$ cat src/rtl/dac_trig_pkg.sv
package dac_trig_pkg;
  typedef enum logic {
    SRC_TIMER = 1'b0,
    SRC_EXT   = 1'b1
  } trig_src_e;
endpackage

$ cat src/rtl/dac_trig_interval.sv
module dac_trig_interval #(
  parameter int PRE_W   = 8,
  parameter int CNT_W   = 16,
  parameter int CNT_MIN = 53
) (
  input  logic             clk,
  input  logic             rst_n,
  input  logic             chan_en,
  input  logic             restart,
  input  logic [PRE_W-1:0] pre_reload,
  input  logic [CNT_W-1:0] cnt_reload,
  output logic             fire
);
  localparam logic [CNT_W-1:0] CMIN = CNT_W'(CNT_MIN);
  localparam logic [PRE_W-1:0] PONE = PRE_W'(1);

  logic [PRE_W-1:0] p_ld, pc, pre_eff;
  logic [CNT_W-1:0] c_ld, cc, cnt_eff;
  logic             run, pre_tc;

  // clamp reload values to the shortest supported period
  assign pre_eff = (pre_reload == '0) ? PONE : pre_reload;
  assign cnt_eff = (cnt_reload < CMIN) ? CMIN : cnt_reload;
  assign run     = chan_en & ~restart;
  assign pre_tc  = (pc == '0);
  assign fire    = run & pre_tc & (cc == '0);

  always_ff @(posedge clk or negedge rst_n) begin
    if (!rst_n) begin
      p_ld <= PONE;
      c_ld <= CMIN;
      pc   <= '0;
      cc   <= '0;
    end else if (restart) begin
      p_ld <= pre_eff;
      c_ld <= cnt_eff;
      pc   <= pre_eff - 1'b1;
      cc   <= cnt_eff - 1'b1;
    end else if (run) begin
      if (pre_tc) begin
        pc <= p_ld - 1'b1;
        cc <= (cc == '0) ? c_ld - 1'b1 : cc - 1'b1;
      end else begin
        pc <= pc - 1'b1;
      end
    end
  end

  assert_tc_reload_R2: assert property (@(posedge clk) disable iff (!rst_n)
    fire |=> (pc == p_ld - 1'b1) && (cc == c_ld - 1'b1));
  assert_pre_bound_R2: assert property (@(posedge clk) disable iff (!rst_n)
    pc < p_ld);
  assert_clamp_R3: assert property (@(posedge clk) disable iff (!rst_n)
    (p_ld != '0) && (c_ld >= CMIN));
  assert_restart_load_R4: assert property (@(posedge clk) disable iff (!rst_n)
    restart |=> (pc == p_ld - 1'b1) && (cc == c_ld - 1'b1));
endmodule

$ cat src/rtl/dac_trig_ext_qual.sv
module dac_trig_ext_qual #(
  parameter int MIN_LOW = 2
) (
  input  logic clk,
  input  logic rst_n,
  input  logic chan_en,
  input  logic ext_n,
  output logic fire
);
  localparam int LW = $clog2(MIN_LOW + 1);
  localparam logic [LW-1:0] LSAT = LW'(MIN_LOW);
  localparam logic [LW-1:0] LPRE = LW'(MIN_LOW - 1);

  logic          s1, s2;
  logic [LW-1:0] lc;

  always_ff @(posedge clk or negedge rst_n) begin
    if (!rst_n) begin
      s1 <= 1'b1;
      s2 <= 1'b1;
    end else begin
      s1 <= ext_n;
      s2 <= s1;
    end
  end

  // lc saturated at LSAT means "consumed": wait for a high level
  always_ff @(posedge clk or negedge rst_n) begin
    if (!rst_n)          lc <= LSAT;
    else if (!chan_en)   lc <= LSAT;
    else if (s2)         lc <= '0;
    else if (lc != LSAT) lc <= lc + 1'b1;
  end

  assign fire = chan_en & ~s2 & (lc == LPRE);

  assert_once_per_low_R7: assert property (@(posedge clk) disable iff (!rst_n)
    fire |=> (lc == LSAT) && !fire);
  assert_rearm_on_high_R7: assert property (@(posedge clk) disable iff (!rst_n)
    ($past(rst_n) && $past(chan_en) && $past(s2) && chan_en) |-> (lc == '0));
endmodule

$ cat src/rtl/dac_trig_pulse.sv
module dac_trig_pulse #(
  parameter int PULSE_LEN = 4
) (
  input  logic clk,
  input  logic rst_n,
  input  logic chan_en,
  input  logic start,
  output logic pulse_n
);
  localparam int PW = $clog2(PULSE_LEN + 1);
  localparam logic [PW-1:0] PLEN = PW'(PULSE_LEN);

  logic [PW-1:0] left;

  always_ff @(posedge clk or negedge rst_n) begin
    if (!rst_n)            left <= '0;
    else if (!chan_en)     left <= '0;
    else if (start)        left <= PLEN;
    else if (left != '0)   left <= left - 1'b1;
  end

  assign pulse_n = (left == '0);

  assert_pulse_start_R5: assert property (@(posedge clk) disable iff (!rst_n)
    start |=> !pulse_n);
  assert_idle_high_R8: assert property (@(posedge clk) disable iff (!rst_n)
    !chan_en |=> pulse_n);
endmodule

$ cat src/rtl/dac_trig_gen.sv
module dac_trig_gen
  import dac_trig_pkg::*;
#(
  parameter int PRE_W     = 8,
  parameter int CNT_W     = 16,
  parameter int CNT_MIN   = 53,
  parameter int MIN_LOW   = 2,
  parameter int PULSE_LEN = 4
) (
  input  logic             clk,
  input  logic             rst_n,
  input  logic             chan_en,
  input  logic             ext_mode,
  input  logic [PRE_W-1:0] pre_reload,
  input  logic [CNT_W-1:0] cnt_reload,
  input  logic             reload_wr,
  input  logic             ext_trig_n,
  output logic             update_stb,
  output logic             trig_out_n
);
  trig_src_e src;
  logic      en_q, restart, tmr_fire, ext_fire, sel_fire;

  assign src     = trig_src_e'(ext_mode);
  assign restart = chan_en & (~en_q | reload_wr);

  always_ff @(posedge clk or negedge rst_n) begin
    if (!rst_n) en_q <= 1'b0;
    else        en_q <= chan_en;
  end

  dac_trig_interval #(.PRE_W(PRE_W), .CNT_W(CNT_W), .CNT_MIN(CNT_MIN)) u_tmr (
    .clk(clk), .rst_n(rst_n), .chan_en(chan_en), .restart(restart),
    .pre_reload(pre_reload), .cnt_reload(cnt_reload), .fire(tmr_fire));

  dac_trig_ext_qual #(.MIN_LOW(MIN_LOW)) u_ext (
    .clk(clk), .rst_n(rst_n), .chan_en(chan_en), .ext_n(ext_trig_n),
    .fire(ext_fire));

  dac_trig_pulse #(.PULSE_LEN(PULSE_LEN)) u_pls (
    .clk(clk), .rst_n(rst_n), .chan_en(chan_en),
    .start(tmr_fire && (src == SRC_TIMER)), .pulse_n(trig_out_n));

  assign sel_fire = (src == SRC_EXT) ? ext_fire : tmr_fire;

  always_ff @(posedge clk or negedge rst_n) begin
    if (!rst_n) update_stb <= 1'b0;
    else        update_stb <= chan_en & sel_fire;
  end

  assert_stb_single_R9: assert property (@(posedge clk) disable iff (!rst_n)
    (update_stb && $stable(ext_mode)) |=> !update_stb);
  assert_disabled_quiet_R8: assert property (@(posedge clk) disable iff (!rst_n)
    !chan_en |=> !update_stb);
  assert_ext_no_pulse_R6: assert property (@(posedge clk) disable iff (!rst_n)
    (ext_mode && $past(ext_mode) && $past(trig_out_n)) |-> trig_out_n);
endmodule

$ cat config.mk
export PLATFORM = sky130hd
export DESIGN_NAME = dac_trig_gen
export DESIGN_NICKNAME = d
export VERILOG_FILES = /design/src/rtl/dac_trig_pkg.sv /design/src/rtl/dac_trig_interval.sv /design/src/rtl/dac_trig_ext_qual.sv /design/src/rtl/dac_trig_pulse.sv /design/src/rtl/dac_trig_gen.sv
export SDC_FILE = /design/constraint.sdc
export NUM_CORES = 1
export LEC_CHECK = 0
export BUFFER_PORTS_ARGS = -buffer_cell sky130_fd_sc_hd__buf_4
export CAP_MARGIN = 20
export CELL_PAD_IN_SITES_DETAIL_PLACEMENT = 1
export CELL_PAD_IN_SITES_GLOBAL_PLACEMENT = 2
export CORE_AREA = 2 2 99 101
export CTS_CLUSTER_DIAMETER = 120
export DETAILED_ROUTE_END_ITERATION = 8
export DIE_AREA = 0 0 101 103
export PLACE_DENSITY_LB_ADDON = 0.1
export SLEW_MARGIN = 25
export SYNTH_ARGS = -nofsm -noshare
export SYNTH_HDL_FRONTEND = slang
export SYNTH_HIERARCHICAL = 1
export SYNTH_SLANG_ARGS = --single-unit
$ cat constraint.sdc
create_clock -name clk -period 3.1 [get_ports clk]
set_input_delay 0.31 -clock clk [delete_from_list [all_inputs] [get_ports clk]]
set_output_delay 0.31 -clock clk [all_outputs]
set_load 0.05 [all_outputs]
# After elaboration in Yosys (flattened, before gate mapping)
# Cells that the tools add are included.
[word_totals]
wordCells = 60
register_bits = 57
input_bits = 30
[op_classes]
n_eq_ne = 4
mux = 16
addsub = 8
magnitude_cmp = 1
n_reduce_logical = 9
n_bitwise = 12
[ops]
columns = ["operator", "count"]
rows = [
  ["$mux W16", 5],
  ["$sub A16 B1 Y16 const B", 3],
  ["$mux W8", 4],
  ["$sub A8 B1 Y8 const B", 3],
  ["$logic_not A16 Y1", 1],
  ["$logic_not A8 Y1", 2],
  ["$lt A16 B6 Y1 const B", 1],
  ["$mux W3", 3],
  ["$and A1 B1 Y1", 7],
  ["$mux W2", 3],
  ["$ne A3 B1 Y1 const B", 2],
  ["$not A1 Y1", 4],
  ["$reduce_bool A2 Y1", 2],
  ["$logic_not A3 Y1", 1],
  ["$reduce_bool A3 Y1", 1],
  ["$sub A3 B1 Y3 const B", 1],
  ["$add A2 B1 Y2 const B", 1],
  ["$eq A2 B1 Y1 const B", 1],
  ["$ne A2 B2 Y1 const B", 1],
  ["$reduce_and A2 Y1", 1],
  ["$logic_and A1 B1 Y1", 1],
  ["$mux W1", 1],
  ["$or A1 B1 Y1", 1],
]

# Depth between registers and ports, before layout
[logic_depth]
ltp_word = 10
depth_mapped = 13
depth_no_buf = 11

# Hierarchy
# The synthesis kept the hierarchy.
[modules_own_cells]
columns = ["module", "cells_each", "instances", "area_per_inst_um2"]
rows = [
  ["dac_trig_interval", 324, 1, 2914.0],
  ["dac_trig_ext_qual", 14, 1, 198.9],
  ["dac_trig_pulse", 18, 1, 183.9],
  ["dac_trig_gen", 7, 1, 88.8],
]

# Worst setup path after synthesis
# OpenSTA, ideal clock, no wires.
[synth_path]
path_kind = "input to register"
start = "input reload_wr"
end = "register u_tmr.cc[12]"
setup_time_ps = 132
cell_stages = 10
slack_ps = 690
t_required_ps = 2968
path_buffers = 0
t_arrival_ps = 2278
cell_sequence = "inv_1 a21boi_0 inv_2 a211oi_1 or2_2 ha_1 o2111ai_4 nor4_1 xor2_1 o21ai_1"
[synth_via]
elab_chain_len = 6
word_cells_on_any_way = 8
cone_classes = "1 x mux; 4 x bitwise; 3 x reduce/logical"
[synth_lines]
columns = ["element", "line", "text"]
rows = [
  ["from (decl)", "dac_trig_gen.sv:16", "input logic reload_wr,"],
  ["$or A1 B1 Y1 *", "dac_trig_gen.sv:25", "assign restart = chan_en & (~en_q | reload_wr);"],
  ["$and A1 B1 Y1 *", "dac_trig_gen.sv:25", ""],
  ["net restart", "dac_trig_gen.sv:22", "logic en_q, restart, tmr_fire, ext_fire, sel_fire;"],
  ["$not A1 Y1", "dac_trig_interval.sv:24", "assign run = chan_en & ~restart;"],
  ["$and A1 B1 Y1", "dac_trig_interval.sv:24", ""],
  ["$reduce_bool A2 Y1 (no line)", "n/a", ""],
  ["$reduce_and A2 Y1 (no line)", "n/a", ""],
  ["to (signal assigned)", "dac_trig_interval.sv:38", "cc <= cnt_eff - 1'b1;"],
  ["to (signal assigned)", "dac_trig_interval.sv:42", "cc <= (cc == '0) ? c_ld - 1'b1 : cc - 1'b1;"],
  ["to (decl)", "dac_trig_interval.sv:18", "logic [CNT_W-1:0] c_ld, cc, cnt_eff;"],
]
# Mark *: on every way through the listed nets, which the timed path passes. The rest lies on a longest branch.
# A chain may end at the register's enable or synchronous reset.

# Worst setup path in the final report
[layout_path]
start = "register u_tmr.cc[0]"
end = "register u_tmr.cc[6]"
[layout_via]
elab_chain_len = 5
word_cells_on_any_way = 6
cone_classes = "1 x add/sub; 4 x mux; 1 x reduce/logical"
[layout_lines]
columns = ["element", "line", "text"]
rows = [
  ["$sub A16 B1 Y16 / $logic_not A16 Y1 (equally long branches)", "dac_trig_interval.sv:42", ""],
  ["$mux W16 *", "dac_trig_interval.sv:42", ""],
  ["$mux W16 *", "dac_trig_interval.sv:40", "if (pre_tc) begin"],
  ["$mux W16 *", "dac_trig_interval.sv:39", "end else if (run) begin"],
  ["$mux W16 *", "dac_trig_interval.sv:34", "end else if (restart) begin"],
]
# Every way passes the cells marked *; elsewhere a longest branch is shown, timed or not. The select of a mux whose other input is x is not followed.

==> results by group <==
Floorplan
  – CORE AREA: 0.00946 sq mm
  – Die Ht: about 100 microns
  – I/O pin count: 32
  – DIE AREA: 0.0104 sq mm
  – Starting Density: between 30% and 40%
  – Die width: 101 microns
  – Rows: 36

CTS
  – Clk slew on worst S/H paths: 70 ps
  – Clock latency on the worst-skew pair: 350 ps
  – CTS Sinks: 57
  – Setup bufs post-CTS: 0
  – CTS tree: done
  – CTS max path bufs: 2
  – Root Driver: clkbuf_8
  – TritonCTS Buffers: 9
  – Cts repair resizes: 0
  – CTS Hold Buffers Added: 0
  – CTS H-Tree Depth: 3

Logic synthesis
  – Largest family of logic cells by synthesized area: simple AND/OR/NAND/NOR gates
  – Synth Area in XOR/XNOR: 4.40%
  – Synth Area per Inst: just over 9 sq um
  – Post-synth EDFFs: 0
  – Mux contribution to synthesized area: 1.29%
  – Sequential element share of the synthesized area: 42.4%
  – Cells after Synth: 363
  – Largest cells by area after synthesis: dfrtp_1, dfstp_2, nor2_1, a21oi_1, o21ai_0
  – Yosys warnings: 6
  – Synthesized flop and latch total: 57
  – Distinct cell type count after synthesis: 68
  – Synth Area in Adders: 2.22%
  – Synth Area in Compound Gates: around a fifth
  – Most numerous cell in the Yosys netlist: dfrtp_1
  – Top post-synthesis cells by count: dfrtp_1, nor2_1, nand2_1
  – Mapped cell area: 0.00339 sq mm
  – Synth Net Count: 399
  – FFs w/ async S/R, synth: 100%
  – Top cell type's share of synthesized area: 36.2%
  – Post-Synth Simple-Gate Area: 21.7%
  – Leading area contributor after synthesis: dfrtp_1
  – Post-synth top flop: dfrtp_1

Cells and area
  – # diodes: 0
  – Layout cells sized above 1: 24.4%
  – Area delta synth->final: 16.3%
  – Nets: approximately 430

Global route
  – GRT Total Usage: a little under a fifth
  – Antenna violations before repair: 0
  – Largest net degree at the start of global routing: 68
  – Met1 Resource Use GR: 26.0%
  – First-pass GRT wire length: roughly 15000 microns
  – Vias in the first global route: 2928
  – Grt met2 use: 29.2%
  – Grt met3 use: under 10%
  – Grt peak-use layer: met2
  – Gr ovfl total: 0

Detailed routing
  – Via Count: roughly 2700
  – Vias per cell: 5.32
  – Routed Antenna Nets: 0
  – Iter 0 DRT Violations: 73
  – Router iterations before antenna repair: 4
  – Final wirelength: 9000 microns
  – DRC errors left: 0
  – Routed WL per cell: 17.4 microns

Worst setup path
  – Worst setup EP type: flop
  – Critical path's top delay family: simple AND/OR/NAND/NOR gates
  – Crit path kind: reg -> reg
  – WP data required: roughly 3400 ps
  – Crit path launch type: flop
  – Crit Path Max Fanout: 7
  – Max incr delay on CP: 450 ps
  – CP max-delay cell: dfrtp_1
  – CP Buf/Inv Count: 0
  – Critical Path AT: 2960 ps
  – Critical-path cell list: nor4_1, and4_1, a211oi_1, or2_2, ha_1, o2111ai_4, nor3_1, xor2_1, o21ai_0

Place
  – Placer Congestion: a little under 0.8
  – DP Wirelength: between 6000 and 7000 microns
  – Port Buffers: 31

Job
  – MaxCap Viol Count: 0

Hold path
  – Hold WC Path Type: in -> async

Power
  – Power density over cell area: ~610 mW/mm^2
  – Leak: ~1.7 nW
  – Maximum VDD drop: 0.271 mV
  – Pwr Total: 2.41 mW

Timing
  – Final setup vio count: 0
  – Worst slew pin tran: 839 ps
  – Final Cycle Share: ~87%
  – Worst slew margin: 44.1%
  – Endpoints failing hold: 0
  – Worst clock skew: between 8 and 9 ps
  – Period minus WS final: 2690 ps
  – Maximum clock frequency: 0.372 GHz
  – Slew Viols, Final: 0
  – Fin Setup TNS: 0 ps
  – RSZ-0062 raised after global routing: no

Status
  – Status: finished, final reports clean
[cell type report]
class | instances | area (sq um)
Fill cell | 1086 | 5520
Multi-Input combinational cell | 259 | 1730
Sequential cell | 57 | 1440
Timing Repair Buffer | 38 | 298
Clock buffer | 14 | 173
Tap cell | 114 | 143
Inverter | 32 | 120
Clock inverter | 2 | 35.0
[cells by family (layout without fill, tap and decap cells)]
family,count (synthesis),after routing
adders and majority gates,6,6
muxes,4,4
DFF,57,57
and+or+nand+nor,132,132
xor gates and xnor gates,17,17
AOI/OAI and AO/OA,100,100
buffers and inverters,47,86
[flip-flops by register name, indices dropped and copies added (netlist names)]
name	cells
update_stb	1
u_tmr/pc	8
u_tmr/c_ld	16
u_ext/lc	2
u_pls/left	3
u_ext/s1	1
u_tmr/cc	16
u_ext/s2	1
u_tmr/p_ld	8
en_q	1
[power breakdown]
part,switching [mW],leakage [nW],internal (mW)
registers,0.115,0.671,0.882
logic,0.385,0.902,0.280
clock network,0.313,0.107,0.437
total,0.812,1.68,1.60
[worst paths after layout]
| path | cells after the start | to | slack (ps) | startpoint |
|---|---|---|---|---|
| max in group asynchronous | 1 | u_tmr/c_ld[13] | 2580 | rst_n |
| worst min-delay path | 1 | update_stb | 30 | rst_n |
| worst max-delay path | 9 | u_tmr/cc[6] | 410 | u_tmr/cc[0] |
| worst min register to register | 0 | u_ext/s2 | 360 | u_ext/s1 |
| min in group clk | 1 | u_ext/s1 | 80 | ext_trig_n |
| worst max register to register | 9 | u_tmr/cc[6] | 410 | u_tmr/cc[0] |
[metal layers]
layer / vias to the layer above / part of all wire [%]
li1: 1339 / -
met1: 1356 / 50
met2: 39 / 45
met3: 12 / 2.8
met4: 0 / 1.6
met5: - / 0
[stage by stage]
step | utilization, % | hold WS [ps] | instance area [sq um] | worst slack (ps) | cells
final | 41.6 | 33.9 | 3940 | 412 | 516
after global routing | 41.6 | 52.1 | 3940 | 208 | 516
after CTS | 41.6 | 58.3 | 3940 | 428 | 516
after detailed placement | 39.4 | 354 | 3730 | 301 | 500
after global placement | 39.4 | 347 | 3730 | 383 | 500
after floorplan | - | 14.4 | 3390 | 690 | 363
[layout by cell type (no fill, tap or decap), types with 6 or more instances in the layout]
cell and instances:
dfrtp_1 49, buf_4 37, nor2_1 37, nand2_1 33, inv_1 31, a21oi_1 26
o21ai_0 26, clkbuf_8 12, nor3_1 10, xor2_1 9, dfstp_2 8, xnor2_1 8
a31oi_1 8, nor4_1 7, o21a_1 6, ha_1 6, nand3_1 6
(Power assumes the default switching activity.)
